--- src/rtl/rxq_pkg.sv ---
package rxq_pkg;

  typedef struct packed {
    logic       brk;
    logic       ferr;
    logic       perr;
    logic [7:0] data;
  } rxq_ent_t;

  // trigger level selected by the two high FCR bits
  function automatic logic [3:0] trig_level(input logic [1:0] sel);
    case (sel)
      2'd0:    return 4'd1;
      2'd1:    return 4'd4;
      2'd2:    return 4'd8;
      default: return 4'd14;
    endcase
  endfunction

  function automatic logic ent_has_err(input rxq_ent_t e);
    return e.brk | e.ferr | e.perr;
  endfunction

  // character stored for an incoming beat: a break always stores zero
  function automatic rxq_ent_t make_ent(input logic [7:0] d, input logic pe,
                                        input logic fe, input logic bk);
    rxq_ent_t e;
    e.brk  = bk;
    e.ferr = fe;
    e.perr = pe;
    e.data = bk ? 8'h00 : d;
    return e;
  endfunction

endpackage

--- src/rtl/rxq_store.sv ---
module rxq_store
  import rxq_pkg::*;
#(
  parameter int DEPTH = 16,
  parameter int CW    = $clog2(DEPTH + 1)
) (
  input  logic          clk,
  input  logic          rst_n,
  input  logic          clr,
  input  logic          push,
  input  rxq_ent_t      push_ent,
  input  logic          pop,
  output rxq_ent_t      head_ent,
  output logic [CW-1:0] count,
  output logic [CW-1:0] err_cnt
);
  localparam int AW = (DEPTH > 1) ? $clog2(DEPTH) : 1;
  localparam logic [AW-1:0] LAST = AW'(DEPTH - 1);

  rxq_ent_t      mem [DEPTH];
  logic [AW-1:0] wr_ptr, rd_ptr;
  logic          push_err, pop_err;

  function automatic logic [AW-1:0] bump(input logic [AW-1:0] p);
    return (p == LAST) ? '0 : p + 1'b1;
  endfunction

  assign head_ent = mem[rd_ptr];
  assign push_err = push & ent_has_err(push_ent);
  assign pop_err  = pop & ent_has_err(head_ent);

  always_ff @(posedge clk) begin
    if (push) mem[wr_ptr] <= push_ent;
  end

  always_ff @(posedge clk or negedge rst_n) begin
    if (!rst_n) begin
      wr_ptr  <= '0;
      rd_ptr  <= '0;
      count   <= '0;
      err_cnt <= '0;
    end else if (clr) begin
      wr_ptr  <= '0;
      rd_ptr  <= '0;
      count   <= '0;
      err_cnt <= '0;
    end else begin
      if (push) wr_ptr <= bump(wr_ptr);
      if (pop)  rd_ptr <= bump(rd_ptr);
      case ({push, pop})
        2'b10:   count <= count + 1'b1;
        2'b01:   count <= count - 1'b1;
        default: count <= count;
      endcase
      case ({push_err, pop_err})
        2'b10:   err_cnt <= err_cnt + 1'b1;
        2'b01:   err_cnt <= err_cnt - 1'b1;
        default: err_cnt <= err_cnt;
      endcase
    end
  end
endmodule

--- src/rtl/rxq_status.sv ---
module rxq_status
  import rxq_pkg::*;
#(
  parameter int CW = 5
) (
  input  logic          clk,
  input  logic          rst_n,
  input  logic          clr,
  input  logic          pop,
  input  logic          lsr_rd,
  input  logic          ovr_evt,
  input  logic          nonempty,
  input  rxq_ent_t      head_ent,
  input  logic [CW-1:0] err_cnt,
  input  logic          thr_empty,
  input  logic          tx_idle,
  output logic [7:0]    lsr
);
  logic       ovr_q, head_ack_q;
  logic       head_err;
  logic [2:0] head_flags;

  // flagged entries still unacknowledged, anywhere in the queue
  function automatic logic errs_left(input logic [CW-1:0] n, input logic herr,
                                     input logic ack);
    logic [CW-1:0] hidden;
    hidden = (herr && ack) ? CW'(1) : '0;
    return (n - hidden) != '0;
  endfunction

  assign head_err   = nonempty & ent_has_err(head_ent);
  assign head_flags = (nonempty && !head_ack_q) ?
                      {head_ent.brk, head_ent.ferr, head_ent.perr} : 3'b000;

  always_ff @(posedge clk or negedge rst_n) begin
    if (!rst_n) begin
      ovr_q      <= 1'b0;
      head_ack_q <= 1'b0;
    end else begin
      if (ovr_evt)     ovr_q <= 1'b1;
      else if (lsr_rd) ovr_q <= 1'b0;
      if (clr || pop)              head_ack_q <= 1'b0;
      else if (lsr_rd && nonempty) head_ack_q <= 1'b1;
    end
  end

  assign lsr = {ovr_q | errs_left(err_cnt, head_err, head_ack_q),
                tx_idle, thr_empty, head_flags, ovr_q, nonempty};
endmodule

--- src/rtl/rxq_idle_timer.sv ---
module rxq_idle_timer #(
  parameter int TO_CHARS = 4
) (
  input  logic clk,
  input  logic rst_n,
  input  logic activity,
  input  logic tick,
  input  logic nonempty,
  output logic expired
);
  localparam int TW = $clog2(TO_CHARS + 1);
  localparam logic [TW-1:0] LIMIT = TW'(TO_CHARS);

  logic [TW-1:0] idle_cnt;

  always_ff @(posedge clk or negedge rst_n) begin
    if (!rst_n)                                    idle_cnt <= '0;
    else if (activity)                             idle_cnt <= '0;
    else if (tick && nonempty && idle_cnt < LIMIT) idle_cnt <= idle_cnt + 1'b1;
  end

  assign expired = (idle_cnt == LIMIT);
endmodule

--- src/rtl/uart_rxq_top.sv ---
module uart_rxq_top
  import rxq_pkg::*;
#(
  parameter int DEPTH    = 16,
  parameter int TO_CHARS = 4
) (
  input  logic       clk,
  input  logic       rst_n,
  input  logic       rx_valid,
  input  logic [7:0] rx_data,
  input  logic       rx_perr,
  input  logic       rx_ferr,
  input  logic       rx_brk,
  input  logic       fcr_we,
  input  logic [7:0] fcr_wdata,
  input  logic       rbr_rd,
  input  logic       lsr_rd,
  input  logic       thr_empty,
  input  logic       tx_idle,
  input  logic       char_tick,
  output logic [7:0] rbr_data,
  output logic [7:0] lsr,
  output logic       trig_hit,
  output logic       timeout,
  output logic       tx_clr
);
  localparam int CW = $clog2(DEPTH + 1);
  localparam logic [CW-1:0] FULL_CNT = CW'(DEPTH);

  rxq_ent_t      head_ent;
  logic [CW-1:0] rx_count, err_cnt;
  logic [1:0]    trig_sel;
  logic          nonempty, clr_rx, pop_ok, push_ok, ovr_evt, idle_exp;
  logic [CW-1:0] trig_cnt;

  // named events, used by the logic and by the bound checker
  assign nonempty = (rx_count != '0);
  assign clr_rx   = fcr_we & fcr_wdata[1];
  assign pop_ok   = rbr_rd & nonempty & ~clr_rx;
  assign push_ok  = rx_valid & ~clr_rx & ((rx_count != FULL_CNT) | pop_ok);
  assign ovr_evt  = rx_valid & ~clr_rx & (rx_count == FULL_CNT) & ~pop_ok;
  assign tx_clr   = fcr_we & fcr_wdata[2];

  always_ff @(posedge clk or negedge rst_n) begin
    if (!rst_n)      trig_sel <= 2'd0;
    else if (fcr_we) trig_sel <= fcr_wdata[7:6];
  end

  assign trig_cnt = CW'(trig_level(trig_sel));
  assign trig_hit = (rx_count >= trig_cnt);
  assign timeout  = idle_exp & nonempty & ~trig_hit;
  assign rbr_data = nonempty ? head_ent.data : 8'h00;

  rxq_store #(.DEPTH(DEPTH), .CW(CW)) u_store (
    .clk(clk), .rst_n(rst_n), .clr(clr_rx), .push(push_ok),
    .push_ent(make_ent(rx_data, rx_perr, rx_ferr, rx_brk)),
    .pop(pop_ok), .head_ent(head_ent), .count(rx_count), .err_cnt(err_cnt)
  );

  rxq_status #(.CW(CW)) u_status (
    .clk(clk), .rst_n(rst_n), .clr(clr_rx), .pop(pop_ok), .lsr_rd(lsr_rd),
    .ovr_evt(ovr_evt), .nonempty(nonempty), .head_ent(head_ent),
    .err_cnt(err_cnt), .thr_empty(thr_empty), .tx_idle(tx_idle), .lsr(lsr)
  );

  rxq_idle_timer #(.TO_CHARS(TO_CHARS)) u_timer (
    .clk(clk), .rst_n(rst_n), .activity(push_ok | pop_ok | clr_rx),
    .tick(char_tick), .nonempty(nonempty), .expired(idle_exp)
  );
endmodule

--- config.mk ---
export PLATFORM = sky130hd
export DESIGN_NAME = uart_rxq_top
export DESIGN_NICKNAME = d
export VERILOG_FILES = /design/src/rtl/rxq_pkg.sv /design/src/rtl/rxq_store.sv /design/src/rtl/rxq_status.sv /design/src/rtl/rxq_idle_timer.sv /design/src/rtl/uart_rxq_top.sv
export SDC_FILE = /design/constraint.sdc
export NUM_CORES = 1
export LEC_CHECK = 0
export CAP_MARGIN = 20
export CELL_PAD_IN_SITES_DETAIL_PLACEMENT = 1
export CELL_PAD_IN_SITES_GLOBAL_PLACEMENT = 1
export CORE_MARGIN = 3
export CORE_UTILIZATION = 55
export CTS_BUF_LIST = sky130_fd_sc_hd__clkbuf_8
export DETAILED_ROUTE_END_ITERATION = 10
export DONT_BUFFER_PORTS = 1
export GPL_TIMING_DRIVEN = 0
export MAX_ROUTING_LAYER = met4
export PLACE_DENSITY = 0.79
export SYNTH_ARGS = -nofsm -noshare
export SYNTH_HDL_FRONTEND = slang
export SYNTH_SLANG_ARGS = --single-unit
--- constraint.sdc ---
create_clock -name clk -period 5.5 [get_ports clk]
set_input_delay 0.825 -clock clk [delete_from_list [all_inputs] [get_ports clk]]
set_output_delay 0.825 -clock clk [all_outputs]
set_load 0.02 [all_outputs]
==> results.yml <==
route:
  wl_per_cell_um: 25.09
  vias: 5276
  drc: 0
  first_pass_iters: 5
  wl_mm: 21.16
  drt_iter0_drc: 427
  final_antenna_net_count: 0
  viasPerCell: 6.259
placed_design:
  numPortBuffers: 0
  hpwl_mm: 14.19
  dp_slack_ps: 1439
  gp_congestion: 0.8328
  dpl.cell_count: 773
sta:
  fin_skew_ps: 27.86
  hold_viol: 0
  setup_viol: 0
  tns_ps: 0
  slew_headroom_pct: 36.04
  rsz0062_at_grt: "no"
  period_share_pct: 85.42
  worst_pin_slew_ps: 953.6
  fmax_ghz: 0.2128
  finalWorstPathRequiredPeriod_ps: 4698
  drv_slew: 0
  setup_ws_ps: 801.8
synth:
  synth_top_area_cell: "edfxtp_1"
  synth.distinct_cells: 55
  yosys_most_used_dff: "edfxtp_1"
  syn_area_um2: 8825
  synth.top_cells.by_area: "edfxtp_1 60%, dfrtp_1 7.1%, mux4_2 5.4%"
  syn_area_per_cell_um2: 15.70
  synth_nets: 608
  async_reset_ff_share_pct: 12.44
  synth-warning-count: 0
  yosysTopAreaCellShare_pct: 59.89
  ys_seq_area_share_pct: 66.98
  synth_seq_cells: 201
  syn_inst: 562
  synth_edf_count: 176
setup_path:
  crit_type: "reg -> out"
  worst-path-max-fanout: 10
  critPathArrivalTime_ps: 3870
  cp-start-kind: "flop"
  crit_required_ps: 4680
  cp-end-kind: "primary output"
pwr:
  sw_frac_of_total_pct: 34.36
  clkPwrFrac_pct: 27.0
  p_leak_nw: 3.476
  p_int_mw: 2.915
  ir_worst_vdd_v: 0.0003077
  p_total_mw: 4.441
  p_sw_mw: 1.526
  p_comb_share_pct: 31.7
  seq_power_share_pct: 41.3
  power.density_nw_per_um2: 454.3
clock_tree:
  cts_buffer_depth: 3
  cts_tree: "done"
  cts_max_level: 2
  root_buffer: "clkbuf_8"
  clk_pin_slew_ps: 60
  clock_latency_ps: 530
  cts.sinks: 201
  post_cts_resized: 0
  cts-buffers-inserted: 35
worst_hold_path:
  hp-class: "in -> async"
die:
  die_w_um: 132.7
  start_util_pct: 57.20
  die_h_um: 132.7
  coreArea_um2: 15430
  io_pins: 47
  rows: 45
  dieArea_um2: 17600
status:
  outcome: "finished, final reports clean"
layout:
  area_growth_pct: 10.76
  nNetsFinal: 654
  multi_input_area_um2: 2660
  register_area_um2: 5911
  n_fill_cell: 1448
  drive_gt1_share_pct: 15.03
  antennaDiodeCount: 0
  final_cells: 843
global_route:
  grt_usage_pct: 25.60
  grt-ovfl-total: 0
  grt_max_degree: 26
  grt_pass1_vias: 5668
  grt_antenna_before_repair: 0
  grt_pass1_wl_mm: 33.29
job:
  maxCapViolations: 0
## placed cells by master (no fill, tap or decap), drive strengths merged, types with 12 or more instances in the layout
cell type	netlist	final
edfxtp	176	176
nand2	30	30
clkbuf	16	52
dfrtp	25	25
inv	17	35
ha	17	17
and3	12	12
mux4	28	28
mux2i	34	34
nor2b	12	12
and2	16	16
nor2	24	24
a21oi	18	18
buf	16	25
o221ai	16	16
## synth_stat cells (16+ instances only)
master    instances
edfxtp_1        176
clkbuf_1         16
a21oi_1          18
o221ai_1         16
nor2_1           24
inv_1            16
and2_1           16
ha_1             17
mux4_2           21
dfrtp_1          25
mux2i_1          34
nand2_1          30
## final cells by class
class / instances / area share, %
flip-flops and latches: 201 / 60.47
multi-input cells: 312 / 27.21
clock buffers: 36 / 5.069
well taps: 211 / 2.701
plain buffers: 32 / 1.946
clock inverters: 25 / 1.088
repair buffers: 9 / 0.8577
inverters: 17 / 0.6528
## cell families after synthesis
kind of cell             after synthesis  share of synthesized area, %
AND/OR/NAND/NOR                      134                         7.841
buffers and inverters                 49                         2.878
AO/OA/AOI/OAI                         88                         7.259
multiplexers                          66                         11.81
adder cells (fa/ha/maj)               18                         2.637
XOR/XNOR                               6                        0.5955
flip-flops                           201                         66.98
## per-stage QoR
| step | hold slack, ps | instance area (um2) | utilization (%) |
|---|---|---|---|
| 2_1_floorplan | 476.2 | 8825 | - |
| 3_3_place_gp | 489.6 | 9089 | 58.91 |
| 3_5_place_dp | 507.6 | 9089 | 58.91 |
| 4_1_cts | 101.5 | 9711 | 62.94 |
| 5_1_grt | 103.9 | 9774 | 63.36 |
| 6_report | 121.9 | 9774 | 63.36 |
## timing repair
action / in CTS / in global routing
endpoints found under the hold margin: 25 / 0
hold buffers: 1 / 0
endpoints found under the setup margin: 0 / 0
buffers inserted: 0 / 0
## worst paths after layout
path                            cells after the start  slack, ps             endpoint                start
worst max-delay path                                6        800          rbr_data[2]    u_store.rd_ptr[1]
worst max register to register                     12       1930   u_store.err_cnt[2]    u_store.rd_ptr[0]
worst min register to register                      2        520  u_timer.idle_cnt[2]  u_timer.idle_cnt[2]
min in group clk                                    0        390    u_store.mem[9][8]              rx_perr
max in group asynchronous                           1       5210     u_store.count[4]                rst_n
worst min-delay path                                1        120   u_store.err_cnt[4]                rst_n
## layer usage
metal	GRT usage, %	part of all wire, %	up-vias
met5	-	0	-
met4	8.891	2.6	0
met3	6.654	7.0	45
met2	40.22	49	206
met1	32.76	41	2716
li1	-	-	2309
## registers in the layout, indices dropped and copies added, names as in the netlist
register	count
trig_sel	2
u_status.head_ack_q	1
u_status.ovr_q	1
u_store.count	5
u_store.err_cnt	5
u_store.mem	176
u_store.rd_ptr	4
u_store.wr_ptr	4
u_timer.idle_cnt	3
## power groups by stage
| stage | Clock, mW | Sequential [mW] | Combinational (mW) |
|---|---|---|---|
| 6_report | 1.20 | 1.83 | 1.41 |
| 5_1_grt | 1.31 | 1.84 | 1.53 |
| 2_1_floorplan | 0 | 1.83 | 1.06 |
| 3_5_place_dp | 0 | 1.86 | 1.39 |
| 4_1_cts | 1.23 | 1.83 | 1.40 |
| 3_3_place_gp | 0 | 1.85 | 1.32 |
## worst max-delay path, cell delays in order, from the launching register on
cell and delay, ps:
dfrtp_1 570, buf_4 280, clkbuf_1 550, buf_1 670
mux4_2 360, o22ai_1 110, a211oi_1 820
No activity file was read; power rests on OpenSTA's default activity.
